`src/rtl/cap_walk_pkg.sv`:
```
package cap_walk_pkg;

    typedef enum logic [1:0] {
        ST_IDLE,
        ST_STATUS,
        ST_ROOT,
        ST_HEADER
    } walk_state_e;

    typedef struct packed {
        logic [7:0] next_ptr;
        logic [7:0] type_code;
    } cap_hdr_t;

    localparam logic [7:0] STATUS_ADDR  = 8'h04;
    localparam logic [7:0] ROOT_ADDR    = 8'h34;
    localparam int         LIST_FLAG    = 20;

endpackage

```
`src/rtl/cap_ptr_filter.sv`:
```
module cap_ptr_filter #(
    parameter int         ADDR_W      = 8,
    parameter int         ALIGN_BITS  = 2,
    parameter logic [7:0] REGION_BASE = 8'h40
) (
    input  logic [ADDR_W-1:0] raw_i,
    output logic [ADDR_W-1:0] aligned_o,
    output logic              in_region_o
);
    localparam logic [ADDR_W-1:0] ALIGN_MASK = ~((ADDR_W)'((1 << ALIGN_BITS) - 1));
    localparam logic [ADDR_W-1:0] BASE       = (ADDR_W)'(REGION_BASE);

    always_comb begin
        aligned_o   = raw_i & ALIGN_MASK;
        in_region_o = (aligned_o >= BASE);
    end
endmodule

```
`src/rtl/cap_hop_counter.sv`:
```
module cap_hop_counter #(
    parameter int MAX_HOPS = 48
) (
    input  logic clk,
    input  logic rst_n,
    input  logic clear_i,
    input  logic step_i,
    output logic last_o
);
    localparam int CW = $clog2(MAX_HOPS + 1);
    localparam logic [CW-1:0] LAST_VAL = CW'(MAX_HOPS - 1);

    logic [CW-1:0] count_q;

    always_ff @(posedge clk or negedge rst_n) begin
        if (!rst_n) begin
            count_q <= '0;
        end else if (clear_i) begin
            count_q <= '0;
        end else if (step_i && count_q != LAST_VAL) begin
            count_q <= count_q + 1'b1;
        end
    end

    assign last_o = (count_q == LAST_VAL);
endmodule

```
`src/rtl/cap_chain_walker.sv`:
```
module cap_chain_walker
    import cap_walk_pkg::*;
#(
    parameter int         ADDR_W      = 8,
    parameter int         DATA_W      = 32,
    parameter int         ID_W        = 8,
    parameter logic [7:0] REGION_BASE = 8'h40,
    parameter int         MAX_HOPS    = (256 - 64) / 4
) (
    input  logic              clk,
    input  logic              rst_n,
    input  logic              start_i,
    input  logic [ID_W-1:0]   cap_id_i,
    output logic              rd_req_o,
    output logic [ADDR_W-1:0] rd_addr_o,
    input  logic              rd_ack_i,
    input  logic [DATA_W-1:0] rd_data_i,
    output logic              busy_o,
    output logic              done_o,
    output logic              found_o,
    output logic              loop_err_o,
    output logic [ADDR_W-1:0] offset_o
);
    walk_state_e       state_q, state_d;
    logic [ADDR_W-1:0] ptr_q, ptr_d;
    logic [ID_W-1:0]   target_q;
    cap_hdr_t          hdr;
    logic [ADDR_W-1:0] raw_ptr, aligned_ptr;
    logic              ptr_ok, hop_last;
    logic              accept, ev_hit, ev_miss, ev_loop, ev_advance;
    logic              unused_data_bits;

    assign hdr              = cap_hdr_t'(rd_data_i[15:0]);
    assign unused_data_bits = ^{rd_data_i[DATA_W-1:LIST_FLAG+1], rd_data_i[LIST_FLAG-1:16]};
    assign accept           = (state_q == ST_IDLE) && start_i;

    always_comb begin
        raw_ptr = (state_q == ST_ROOT) ? rd_data_i[ADDR_W-1:0] : hdr.next_ptr[ADDR_W-1:0];
    end

    cap_ptr_filter #(
        .ADDR_W     (ADDR_W),
        .ALIGN_BITS (2),
        .REGION_BASE(REGION_BASE)
    ) u_filter (
        .raw_i      (raw_ptr),
        .aligned_o  (aligned_ptr),
        .in_region_o(ptr_ok)
    );

    cap_hop_counter #(
        .MAX_HOPS(MAX_HOPS)
    ) u_hops (
        .clk    (clk),
        .rst_n  (rst_n),
        .clear_i(accept),
        .step_i (ev_advance),
        .last_o (hop_last)
    );

    // Next-state and walk events
    always_comb begin
        state_d    = state_q;
        ptr_d      = ptr_q;
        ev_hit     = 1'b0;
        ev_miss    = 1'b0;
        ev_loop    = 1'b0;
        ev_advance = 1'b0;
        unique case (state_q)
            ST_IDLE: begin
                if (start_i) state_d = ST_STATUS;
            end
            ST_STATUS: begin
                if (rd_ack_i) begin
                    if (rd_data_i[LIST_FLAG]) begin
                        state_d = ST_ROOT;
                    end else begin
                        ev_miss = 1'b1;
                        state_d = ST_IDLE;
                    end
                end
            end
            ST_ROOT: begin
                if (rd_ack_i) begin
                    if (ptr_ok) begin
                        ptr_d   = aligned_ptr;
                        state_d = ST_HEADER;
                    end else begin
                        ev_miss = 1'b1;
                        state_d = ST_IDLE;
                    end
                end
            end
            ST_HEADER: begin
                if (rd_ack_i) begin
                    if (hdr.type_code == target_q) begin
                        ev_hit  = 1'b1;
                        state_d = ST_IDLE;
                    end else if (!ptr_ok) begin
                        ev_miss = 1'b1;
                        state_d = ST_IDLE;
                    end else if (hop_last) begin
                        ev_loop = 1'b1;
                        state_d = ST_IDLE;
                    end else begin
                        ev_advance = 1'b1;
                        ptr_d      = aligned_ptr;
                    end
                end
            end
            default: state_d = ST_IDLE;
        endcase
    end

    // State register
    always_ff @(posedge clk or negedge rst_n) begin
        if (!rst_n) begin
            state_q  <= ST_IDLE;
            ptr_q    <= '0;
            target_q <= '0;
        end else begin
            state_q <= state_d;
            ptr_q   <= ptr_d;
            if (accept) target_q <= cap_id_i;
        end
    end

    // Result outputs
    always_ff @(posedge clk or negedge rst_n) begin
        if (!rst_n) begin
            done_o     <= 1'b0;
            found_o    <= 1'b0;
            loop_err_o <= 1'b0;
            offset_o   <= '0;
        end else if (accept) begin
            done_o     <= 1'b0;
            found_o    <= 1'b0;
            loop_err_o <= 1'b0;
            offset_o   <= '0;
        end else if (ev_hit) begin
            done_o   <= 1'b1;
            found_o  <= 1'b1;
            offset_o <= ptr_q;
        end else if (ev_miss) begin
            done_o <= 1'b1;
        end else if (ev_loop) begin
            done_o     <= 1'b1;
            loop_err_o <= 1'b1;
        end
    end

    // Read port
    always_comb begin
        rd_req_o  = 1'b0;
        rd_addr_o = '0;
        unique case (state_q)
            ST_IDLE:   rd_req_o = 1'b0;
            ST_STATUS: begin rd_req_o = 1'b1; rd_addr_o = STATUS_ADDR[ADDR_W-1:0]; end
            ST_ROOT:   begin rd_req_o = 1'b1; rd_addr_o = ROOT_ADDR[ADDR_W-1:0];   end
            ST_HEADER: begin rd_req_o = 1'b1; rd_addr_o = ptr_q;                   end
            default:   rd_req_o = 1'b0;
        endcase
    end

    assign busy_o = (state_q != ST_IDLE);
endmodule

```
`config.mk`:
```
export PLATFORM = sky130hd
export DESIGN_NAME = cap_chain_walker
export DESIGN_NICKNAME = d
export VERILOG_FILES = /design/src/rtl/cap_walk_pkg.sv /design/src/rtl/cap_ptr_filter.sv /design/src/rtl/cap_hop_counter.sv /design/src/rtl/cap_chain_walker.sv
export SDC_FILE = /design/constraint.sdc
export NUM_CORES = 1
export LEC_CHECK = 0
export CORE_AREA = 5 5 87 89
export CTS_CLUSTER_SIZE = 20
export DETAILED_ROUTE_END_ITERATION = 10
export DIE_AREA = 0 0 92 94
export PLACE_DENSITY = 0.59
export SLEW_MARGIN = 20
export SYNTH_ARGS = -nofsm -noshare
export SYNTH_HDL_FRONTEND = slang
export SYNTH_SLANG_ARGS = --single-unit
```
`constraint.sdc`:
```
create_clock -name clk -period 5 [get_ports clk]
set_input_delay 1 -clock clk [delete_from_list [all_inputs] [get_ports clk]]
set_output_delay 1 -clock clk [all_outputs]
set_load 0.01 [all_outputs]
```
* Yosys cells after proc, flatten, opt, wreduce, memory -nomap -nowiden *
Index checks and enable logic that the tools add are counted.

cells by class
  $add $sub $neg = 1
  multipliers = 0
  div/mod/pow operators = 0
  order comparisons = 1
  eq/ne operators = 17
  shift-type cells = 0
  muxes and demuxes = 53
  bitwise operators = 0
  reductions and logical operators = 13

operators by type and width
  kind                                                                count
  2-to-1 mux 8 bit                                                    9
  2-to-1 mux 1 bit                                                    28
  one-hot mux 8 bit (3 select lines)                                  1
  inequality test 2 bit (second input constant)                       10
  2-to-1 mux 2 bit                                                    9
  one-hot mux 8 bit (2 select lines)                                  1
  2-to-1 mux 6 bit                                                    2
  nonzero test 2 bit                                                  5
  equality test 8 bit                                                 1
  greater-or-equal comparator 8 x 7 -> 1 bit (second input constant)  1
  one-hot mux 2 bit (4 select lines)                                  1
  AND reduction 7 bit                                                 1
  adder 6 x 1 -> 6 bit (second input constant)                        1
  equality test 6 bit (second input constant)                         1
  inequality test 6 bit (second input constant)                       1
  AND reduction 5 bit                                                 1
  equality test 2 bit (second input constant)                         2
  inequality test 4 bit (second input constant)                       1
  nonzero test 4 bit                                                  1
  one-hot mux 1 bit (3 select lines)                                  1
  AND reduction 3 bit                                                 1
  OR reduction 3 bit                                                  1
  equality test 2 x 1 -> 1 bit (second input constant)                1
  logical AND 1 bit                                                   2
  other kinds (2)                                                     2

word-level totals
  register bits after elaboration = 35
  bits in latches = 0
  RAM bits = 0
  bits in read-only memories = 0
  input port bits = 44
  output and inout bits = 21
  word-level logic and storage cells = 93
  memories = 0

* Longest topological paths before layout *
Gate-level depths: netlist of run 1.

  word-level depth = 11
  gate-level depth with buffers = 6
  depth with buffers taken out = 6

* Modules after synthesis *
From an unflattened synthesis of run 1, not the netlist that was laid out.

second synthesis, totals
  cells, all modules = 195
  area total of the unflattened synthesis = 1916.8 µm²

by module, submodules not included
  module            times used  cells an instance  area an instance (µm²)  sequential area each (µm²)
  cap_chain_walker  1           147                1475.2                  725.7
  cap_hop_counter   1           38                 371.6                   150.1
  cap_ptr_filter    1           10                 70.1                    0.0

* Least setup slack after synthesis of run 1 *
OpenSTA, ideal clock, no wires.

  path type = in2reg
  start = in rd_data_i[1]
  end = reg u_hops.count_q[5]
  library setup time = 0.078 ns
  arrival time = 2.168 ns
  data required time = 4.922 ns
  setup slack = 2.753 ns
  stages on the path = 5
  path buffers = 0
  cell sequence = xnor2_1 and4_4 a211o_1 or4_1 a21oi_1

between the ends
  word-level cells in the longest chain between the ends = 6

ends and longest elaborated chain
  element                       line                    text
  from (decl)                   cap_chain_walker.sv:17  input logic [DATA_W-1:0] rd_data_i,
  equality test 8 bit           cap_chain_walker.sv:96  if (hdr.type_code == target_q) begin
  2-to-1 mux 1 bit              cap_chain_walker.sv:96
  2-to-1 mux 1 bit              cap_chain_walker.sv:95  if (rd_ack_i) begin
  2-to-1 mux 1 bit              cap_chain_walker.sv:69  unique case (state_q)
  logical AND 1 bit             cap_hop_counter.sv:20   end else if (step_i && count_q != LAST_VAL) begin
  nonzero test 2 bit (no line)  -
  to (signal assigned)          cap_hop_counter.sv:21   count_q <= count_q + 1'b1;
  to (decl)                     cap_hop_counter.sv:13   logic [CW-1:0] count_q;

Every way passes these cells.
A chain may end at the register's enable or synchronous reset.

* Worst setup path after layout of run 1 *
  start = in rd_ack_i
  end = reg ptr_q[2]

between the ends
  word-level cells in the longest chain between the ends = 2
  elaborated cells between the ends (all ways) = 3
  classes of those cells = eq/ne (2); reduce/logical (1)

ends and longest elaborated chain
  element                            line                     text
  from (decl)                        cap_chain_walker.sv:16   input logic rd_ack_i,
  inequality test 2 bit (no line)    -
  AND reduction 7 bit (no line) (*)  -
  to (signal assigned)               cap_chain_walker.sv:123  ptr_q <= ptr_d;
  to (decl)                          cap_chain_walker.sv:25   logic [ADDR_W-1:0] ptr_q, ptr_d;

Every way passes the cells marked *; elsewhere a longest branch is shown, timed or not.

==> results of run 1 <==
cell usage in the layout, fill, tap and decap left out, types with 3 or more instances in the layout:
cell type,netlist,routed
a21boi_0,3,3
a21oi_1,5,5
and3_1,4,4
clkbuf_8,0,5
clkdlybuf4s50_1,0,43
clkinv_2,0,3
conb_1,1,4
dfrtp_1,31,31
inv_1,4,4
mux2i_1,8,8
nand2_1,43,43
nand3_1,7,7
nand4_1,3,3
nor2_1,11,11
o211ai_1,3,3
o21ai_0,15,15
o31ai_1,3,3
xnor2_1,9,9
layer usage:
layer  up-vias  track usage, %  part of all wire (%)
met5         -               0                     0
met3         7            3.61                   7.4
met2        42            16.1                    45
met4         0            3.59                   1.1
met1       640            12.7                    47
li1        691               -                     -
logic make-up (layout without fill, tap and decap cells):
group	count (synthesis)	after routing	synth area share [%]
fa+ha+maj	1	1	0.775
mux	9	9	5.66
xor+xnor	9	9	4.88
other cells	1	4	0.232
buf+inv	15	56	4.73
flops	31	31	48.1
simple gates	78	78	22.2
compound gates	35	35	13.4
final timing paths:
path,start,end,slack (ps)
max reg2reg,state_q[1]$_DFFE_PN0P_,done_o$_DFFE_PN0P_,2770
max in group asynchronous,rst_n,target_q[2]$_DFFE_PN0P_,3580
min reg2reg,found_o$_DFFE_PN0P_,found_o$_DFFE_PN0P_,480
min in group asynchronous,rst_n,found_o$_DFFE_PN0P_,1120
min,found_o$_DFFE_PN0P_,found_o$_DFFE_PN0P_,480
max,rd_ack_i,ptr_q[2]$_DFFE_PN0P_,2310
report_power, final:
part	internal, mW	total, mW	switching, mW
Combinational	0.198	0.391	0.193
Clock	0.0951	0.192	0.0972
Sequential	0.330	0.409	0.0795
metrics by stage:
| stage | area, sq um | util [%] | instances |
|---|---|---|---|
| 2_1_floorplan | 1630 | - | 182 |
| 3_3_place_gp | 2100 | 31.5 | 295 |
| 3_5_place_dp | 2100 | 31.5 | 295 |
| 4_1_cts | 2190 | 32.7 | 303 |
| 5_1_grt | 2190 | 32.7 | 303 |
| 6_report | 2190 | 32.7 | 303 |
final cells by class:
type	count	area, sq um
Clock buffer	5	68.8
Clock inverter	3	15.0
Fill cell	708	4500
Inverter	4	15.0
Multi-Input combinational cell	136	773
Sequential cell	31	776
Tap cell	80	100
Timing Repair Buffer	44	438
registers in the layout, indices dropped and copies added, names as in the netlist:
register / flops
target_q: 8
offset_o: 6
ptr_q: 6
u_hops.count_q: 6
state_q: 2
done_o: 1
found_o: 1
loop_err_o: 1
cells in the mapped netlist (3+ instances only):
| library cell | instances | area (sq um) |
|---|---|---|
| a21oi_1 | 5 | 25.0 |
| nand3_1 | 7 | 35.0 |
| nand2_1 | 43 | 161 |
| buf_4 | 5 | 37.5 |
| mux2i_1 | 8 | 80.1 |
| o211ai_1 | 3 | 22.5 |
| inv_1 | 4 | 15.0 |
| nand4_1 | 3 | 18.8 |
| a21boi_0 | 3 | 22.5 |
| o31ai_1 | 3 | 22.5 |
| and3_1 | 4 | 25.0 |
| xnor2_1 | 9 | 78.8 |
| dfrtp_1 | 31 | 776 |
| o21ai_0 | 15 | 75.1 |
| nor2_1 | 11 | 41.3 |
| clkbuf_1 | 5 | 18.8 |
==> flow_metrics.tcl, run 1 <==
set metrics [dict create \
    status "completed" \
    clk_path_buf_depth 2 \
    whs_ps 479 \
    tritoncts "built" \
    synth_ff_type "dfrtp_1" \
    wirelength_um 4170 \
    rsz0062_at_grt "false" \
    io_buffers 43 \
    cp_slowest_cell "clkdlybuf4s50_1" \
    die_h_um 94 \
    fin_setup_tns_ps 0 \
    post-route-period-util_pct 53.7 \
    slew_headroom_pct 43.8 \
    worstPathRequired_ps 5200 \
    num_vias 1380 \
    core_sq_um 6680 \
    post-place-ws_ps 2000 \
    crit_cells 6 \
    post_drt_via_cell_ratio 4.55 \
    hold_violations 0 \
    synth_cell_type_count 36 \
    postCtsHoldBufs 0 \
    die_x_um 92 \
    postCtsResizedCells 0 \
    ys_seq_area_share_pct 48.1 \
    antennaDiodeCount 0 \
    dr.pass1.iters 4 \
    grt_pass1_wl_um 6840 \
    synth_cells 179 \
    root_buffer "clkbuf_8" \
    crit_buf_inv 1 \
    crit_family "compound AO/OA/AOI/OAI gates" \
    syn_area_per_cell_sq_um 9.02 \
    routedWlPerCell_um 13.8 \
    finalWeightedCongestion 0.822 \
    initial_core_util_pct 24.2 \
    start_kind "input pin" \
    clk_latency_ps 290 \
    synth-seq-cells 31 \
    cellPowerDensity_nw_per_um2 454 \
    worst_slew_pin_slew_ps 841 \
    crit_arrival_ps 2880 \
    h-tree-depth 2 \
    antenna_found_initial 0 \
    max_cap_violations 0 \
    cts_buffers 5 \
    async_reset_ff_share_pct 100 \
    critPathMaxStageDelay_ps 550 \
    peakVddDrop_v 0.000175 \
    drtIter0Drc 57 \
    slew_violations 0 \
    nets 267 \
    rows 30 \
    crit_chain "clkdlybuf4s50_1, and3_1, o221a_2, a21boi_0, a21oi_1, o21ai_0" \
    clk_pin_slew_ps 70 \
    crit_path_end_kind "flop" \
    fin_crit_ps 2690 \
    yosysWarnings 0 \
    synth.cell_area_sq_um 1610 \
    dp_hpwl_um 3150 \
    worst_hold_path.num_cells 1 \
    drive_gt1_share_pct 5.83 \
    ff2ff_path_depth 4 \
    p_leak_nw 0.955 \
    post_cts_buffers 0 \
    area_growth_pct 35.4 \
    grt_max_degree 32 \
    hold_path_class "flop to flop" \
    grt_overflow 0 \
    crit_type "input pin to flop" \
    grt_pass1_vias 1421 \
    path_max_fanout 6 \
    grt_usage_pct 10.1 \
    dieArea_sq_um 8650 \
    clkSinkCount 31 \
    synth_edf_count 0 \
    fin_skew_ps 8.30 \
    finalSetupViolCount 0 \
    fin_ws_ps 2310 \
    pin_count 65 \
    fin_total_pwr_mw 0.992 \
    drc 0 \
    drtAntennaViolNets 0 \
    fmax_mhz 372 \
]
Note: power is estimated with default switching activity, not from simulation.
==> run 2: changes to the inputs <==
--- a/config.mk
+++ b/config.mk
@@ -9,7 +9,7 @@
 export CTS_CLUSTER_SIZE = 20
 export DETAILED_ROUTE_END_ITERATION = 10
 export DIE_AREA = 0 0 92 94
-export PLACE_DENSITY = 0.59
+export PLACE_DENSITY = 0.61
 export SLEW_MARGIN = 20
 export SYNTH_ARGS = -nofsm -noshare
 export SYNTH_HDL_FRONTEND = slang
==> constraint.sdc (replaced) <==
create_clock -name clk -period 2.25 [get_ports clk]
set_input_delay 0.45 -clock clk [delete_from_list [all_inputs] [get_ports clk]]
set_output_delay 0.45 -clock clk [all_outputs]
set_load 0.01 [all_outputs]
==> flow_metrics.tcl, run 2 (synthesis results as in run 1) <==
set metrics [dict create \
    grt_pass1_vias 1363 \
    hold_path_end "found_o$_DFFE_PN0P_" \
    drive_gt1_share_pct 10.3 \
    worst_hold_path.num_cells 1 \
    die_x_um 92 \
    fin_ws_ps 147 \
    path_max_fanout 13 \
    finalWeightedCongestion 0.861 \
    clk_path_buf_depth 2 \
    max_cap_violations 0 \
    drc 0 \
    fin_skew_ps 8.54 \
    grt_max_degree 32 \
    finalSetupViolCount 0 \
    cellPowerDensity_nw_per_um2 986 \
    die_h_um 94 \
    clkSinkCount 31 \
    fmax_mhz 475 \
    postCtsHoldBufs 0 \
    core_sq_um 6680 \
    crit_arrival_ps 1650 \
    start_kind "flop" \
    fin_total_pwr_mw 2.24 \
    status "completed" \
    clk_pin_slew_ps 70 \
    root_buffer "clkbuf_8" \
    crit_path_end_kind "output port" \
    fin_setup_tns_ps 0 \
    grt_pass1_wl_um 6640 \
    layout_common_cells "43 x nand2_1, 43 x clkdlybuf4s50_1, 31 x dfrtp_1" \
    io_buffers 43 \
    wirelength_um 4230 \
    drtAntennaViolNets 0 \
    slew_violations 0 \
    fin_crit_ps 2100 \
    slew_headroom_pct 66.2 \
    rsz0062_at_grt "false" \
    worstPathRequired_ps 1800 \
    r2r_end "ptr_q[7]$_DFFE_PN0P_" \
    dp_hpwl_um 3210 \
    clk_latency_ps 280 \
    tritoncts "built" \
    peakVddDrop_v 0.000382 \
    nets 278 \
    crit_type "flop to output port" \
    dr.pass1.iters 4 \
    grt_overflow 0 \
    regToRegSetupSlack_ps 390 \
    antennaDiodeCount 0 \
    pin_count 65 \
    h-tree-depth 2 \
    post-route-period-util_pct 93.5 \
    largest_register_ffs 8 \
    p_leak_nw 1.01 \
    grt_usage_pct 9.90 \
    cts_buffers 5 \
    antenna_found_initial 0 \
    timing.rr.start "u_hops.count_q[0]$_DFFE_PN0P_" \
    regMostFlops "target_q" \
    post-place-ws_ps 38.3 \
    worst_slew_pin_slew_ps 507 \
    num_vias 1437 \
    drtIter0Drc 63 \
    area_growth_pct 40.5 \
    post_cts_buffers 0 \
    postCtsResizedCells 0 \
    initial_core_util_pct 24.2 \
    min-delay-start "found_o$_DFFE_PN0P_" \
    finalCoreUtilization_pct 34.0 \
    post_drt_via_cell_ratio 4.58 \
    rows 30 \
    hold_violations 0 \
    whs_ps 479 \
    ff2ff_path_depth 6 \
    dieArea_sq_um 8650 \
    hold_path_class "flop to flop" \
    routedWlPerCell_um 13.5 \
]
run 2: worst max-delay path: stages (launching register included):
cell and delay (ps):
dfrtp_1 560, a21boi_0 250, clkdlybuf4s50_1 560
run 2: layer usage:
layer / global-route usage, % / vias to the layer above / wire length (um) / part of all wire [%]
met5: 0 / - / 0 / 0
met4: 2.60 / 0 / 14 / 0.33
met3: 3.21 / 2 / 320 / 7.6
met2: 16.3 / 57 / 1960 / 46
met1: 12.5 / 665 / 1930 / 46
li1: - / 713 / - / -
run 2: cell type report:
cell class | instances | area, sq um
timing repair buffer | 55 | 520
tap | 80 | 100
inverter | 4 | 15.0
multi-input combinational | 136 | 773
clock inverter | 3 | 15.0
sequential | 31 | 776
clock buffer | 5 | 68.8
fill | 711 | 4410
run 2: report_power, final:
group,switching [mW],internal [mW],total [mW]
clock,0.212,0.211,0.424
combinational,0.431,0.481,0.912
sequential,0.170,0.732,0.902
run 2: stage by stage:
step,cells,instance area (sq um)
after global routing,314,2270
after floorplan,182,1630
after CTS,314,2270
final,314,2270
after global placement,306,2180
after detailed placement,306,2180
run 2: worst max path at each step:
| stage | startpoint | endpoint | slack (ps) | depth (start not counted) |
|---|---|---|---|---|
| after global routing | state_q[1]$_DFFE_PN0P_ | rd_addr_o[5] | 50 | 2 |
| after detailed placement | rd_data_i[2] | u_hops.count_q[5]$_DFFE_PN0P_ | 40 | 6 |
| final | state_q[1]$_DFFE_PN0P_ | rd_addr_o[5] | 150 | 2 |
| after CTS | state_q[1]$_DFFE_PN0P_ | rd_addr_o[5] | 140 | 2 |
| after floorplan | u_hops.count_q[0]$_DFFE_PN0P_ | u_hops.count_q[5]$_DFFE_PN0P_ | 550 | 6 |
| after global placement | rd_data_i[2] | u_hops.count_q[5]$_DFFE_PN0P_ | 50 | 6 |
==> run 3: changes to the inputs <==
--- a/config.mk
+++ b/config.mk
@@ -9,6 +9,7 @@
 export CTS_CLUSTER_SIZE = 20
 export DETAILED_ROUTE_END_ITERATION = 10
 export DIE_AREA = 0 0 92 94
+export MAX_ROUTING_LAYER = met4
 export PLACE_DENSITY = 0.61
 export SLEW_MARGIN = 20
 export SYNTH_ARGS = -nofsm -noshare
==> flow_metrics.tcl, run 3 (synthesis results as in run 1) <==
set metrics [dict create \
    fin_setup_tns_ps 0 \
    tritoncts "built" \
    ff2ff_path_depth 6 \
    p_leak_nw 1.01 \
    critPathLaunch "state_q[1]$_DFFE_PN0P_" \
    finalWeightedCongestion 0.875 \
    crit_arrival_ps 1650 \
    dieArea_sq_um 8650 \
    io_buffers 43 \
    start_kind "flop" \
    crit_chain "a21boi_0, clkdlybuf4s50_1" \
    grt_pass1_wl_um 6640 \
    clk_latency_ps 280 \
    ff_latch_area_sq_um 776 \
    post_cts_buffers 0 \
    hold_violations 0 \
    clk_path_buf_depth 2 \
    die_h_um 94 \
    postCtsResizedCells 0 \
    fin_total_pwr_mw 2.24 \
    status "completed" \
    root_buffer "clkbuf_8" \
    die_x_um 92 \
    area_growth_pct 40.5 \
    grt_usage_pct 10.2 \
    dp_hpwl_um 3210 \
    drive_gt1_share_pct 10.3 \
    fin_ws_ps 147 \
    largest_register_ffs 8 \
    regMostFlops "target_q" \
    critPathMaxStageDelay_ps 560 \
    clk_pin_slew_ps 70 \
    postCtsHoldBufs 0 \
    nets 278 \
    grt_overflow 0 \
    core_sq_um 6680 \
    crit_path_end_kind "output port" \
    pin_count 65 \
    slew_violations 0 \
    fin_skew_ps 8.08 \
    layout_common_cells "43 x nand2_1, 43 x clkdlybuf4s50_1, 31 x dfrtp_1" \
    h-tree-depth 2 \
    worst_slew_pin_slew_ps 507 \
    slew_headroom_pct 66.2 \
    finalSetupViolCount 0 \
    r2r_end "ptr_q[7]$_DFFE_PN0P_" \
    routedWlPerCell_um 13.5 \
    antennaDiodeCount 0 \
    fmax_mhz 475 \
    place_inst 306 \
    cp_slowest_cell "dfrtp_1" \
    path_max_fanout 13 \
    clkSinkCount 31 \
    max_cap_violations 0 \
    final_cells 314 \
    hold_path_class "flop to flop" \
    multi_input_area_sq_um 773 \
    crit_end "rd_addr_o[5]" \
    peakVddDrop_v 0.000383 \
    post-route-period-util_pct 93.5 \
    drc 0 \
    regToRegSetupSlack_ps 390 \
    rows 30 \
    crit_type "flop to output port" \
    cts_buffers 5 \
    drtAntennaViolNets 0 \
    cellPowerDensity_nw_per_um2 987 \
    finalCoreUtilization_pct 34.0 \
    antenna_found_initial 0 \
    post-place-ws_ps 38.3 \
    grt_pass1_vias 1362 \
    num_vias 1439 \
    fin_crit_ps 2100 \
    initial_core_util_pct 24.2 \
    grt_max_degree 32 \
    timing.rr.start "u_hops.count_q[0]$_DFFE_PN0P_" \
    worstPathRequired_ps 1800 \
    fillers 711 \
    rsz0062_at_grt "false" \
    drtIter0Drc 63 \
    dr.pass1.iters 4 \
    wirelength_um 4230 \
    post_drt_via_cell_ratio 4.58 \
]
[run 3: cell counts in the layout (fill, tap and decap cells not counted)]
Identical to the previous run, type by type.
[run 3: worst min path at each step]
stage | to | cells past startpoint | from
after CTS | found_o$_DFFE_PN0P_ | 1 | found_o$_DFFE_PN0P_
after global routing | found_o$_DFFE_PN0P_ | 1 | found_o$_DFFE_PN0P_
final | found_o$_DFFE_PN0P_ | 1 | found_o$_DFFE_PN0P_
after detailed placement | found_o$_DFFE_PN0P_ | 1 | found_o$_DFFE_PN0P_
after global placement | found_o$_DFFE_PN0P_ | 1 | found_o$_DFFE_PN0P_
after floorplan | done_o$_DFFE_PN0P_ | 0 | rst_n
[run 3: layer usage]
metal	track usage, %	wire length (um)	vias to the layer above
met3	2.88	290	2
met4	2.60	11	0
li1	-	-	713
met2	16.3	1970	59
met5	-	0	-
met1	12.7	1960	665
[run 3: layout make-up]
cell class	count	area share (%)
Sequential cell	31	34.2
Multi-Input combinational cell	136	34.1
Timing Repair Buffer	55	22.9
Tap cell	80	4.41
Clock buffer	5	3.03
Clock inverter	3	0.662
Inverter	4	0.662
[run 3: per-stage QoR]
stage	hold WS (ps)	instance area, sq um
3_5_place_dp	465	2180
5_1_grt	487	2270
4_1_cts	481	2270
2_1_floorplan	154	1630
6_report	479	2270
3_3_place_gp	462	2180
[run 3: report_power, final]
| part | switching, mW | internal (mW) |
|---|---|---|
| clock | 0.213 | 0.211 |
| combinational | 0.431 | 0.481 |
| sequential | 0.170 | 0.732 |
[run 3: worst max-delay path, delay by kind of cell, from the launching register on]
kind            cells  cell delay, ps
buf+inv             1             560
flops               1             560
compound gates      1             250
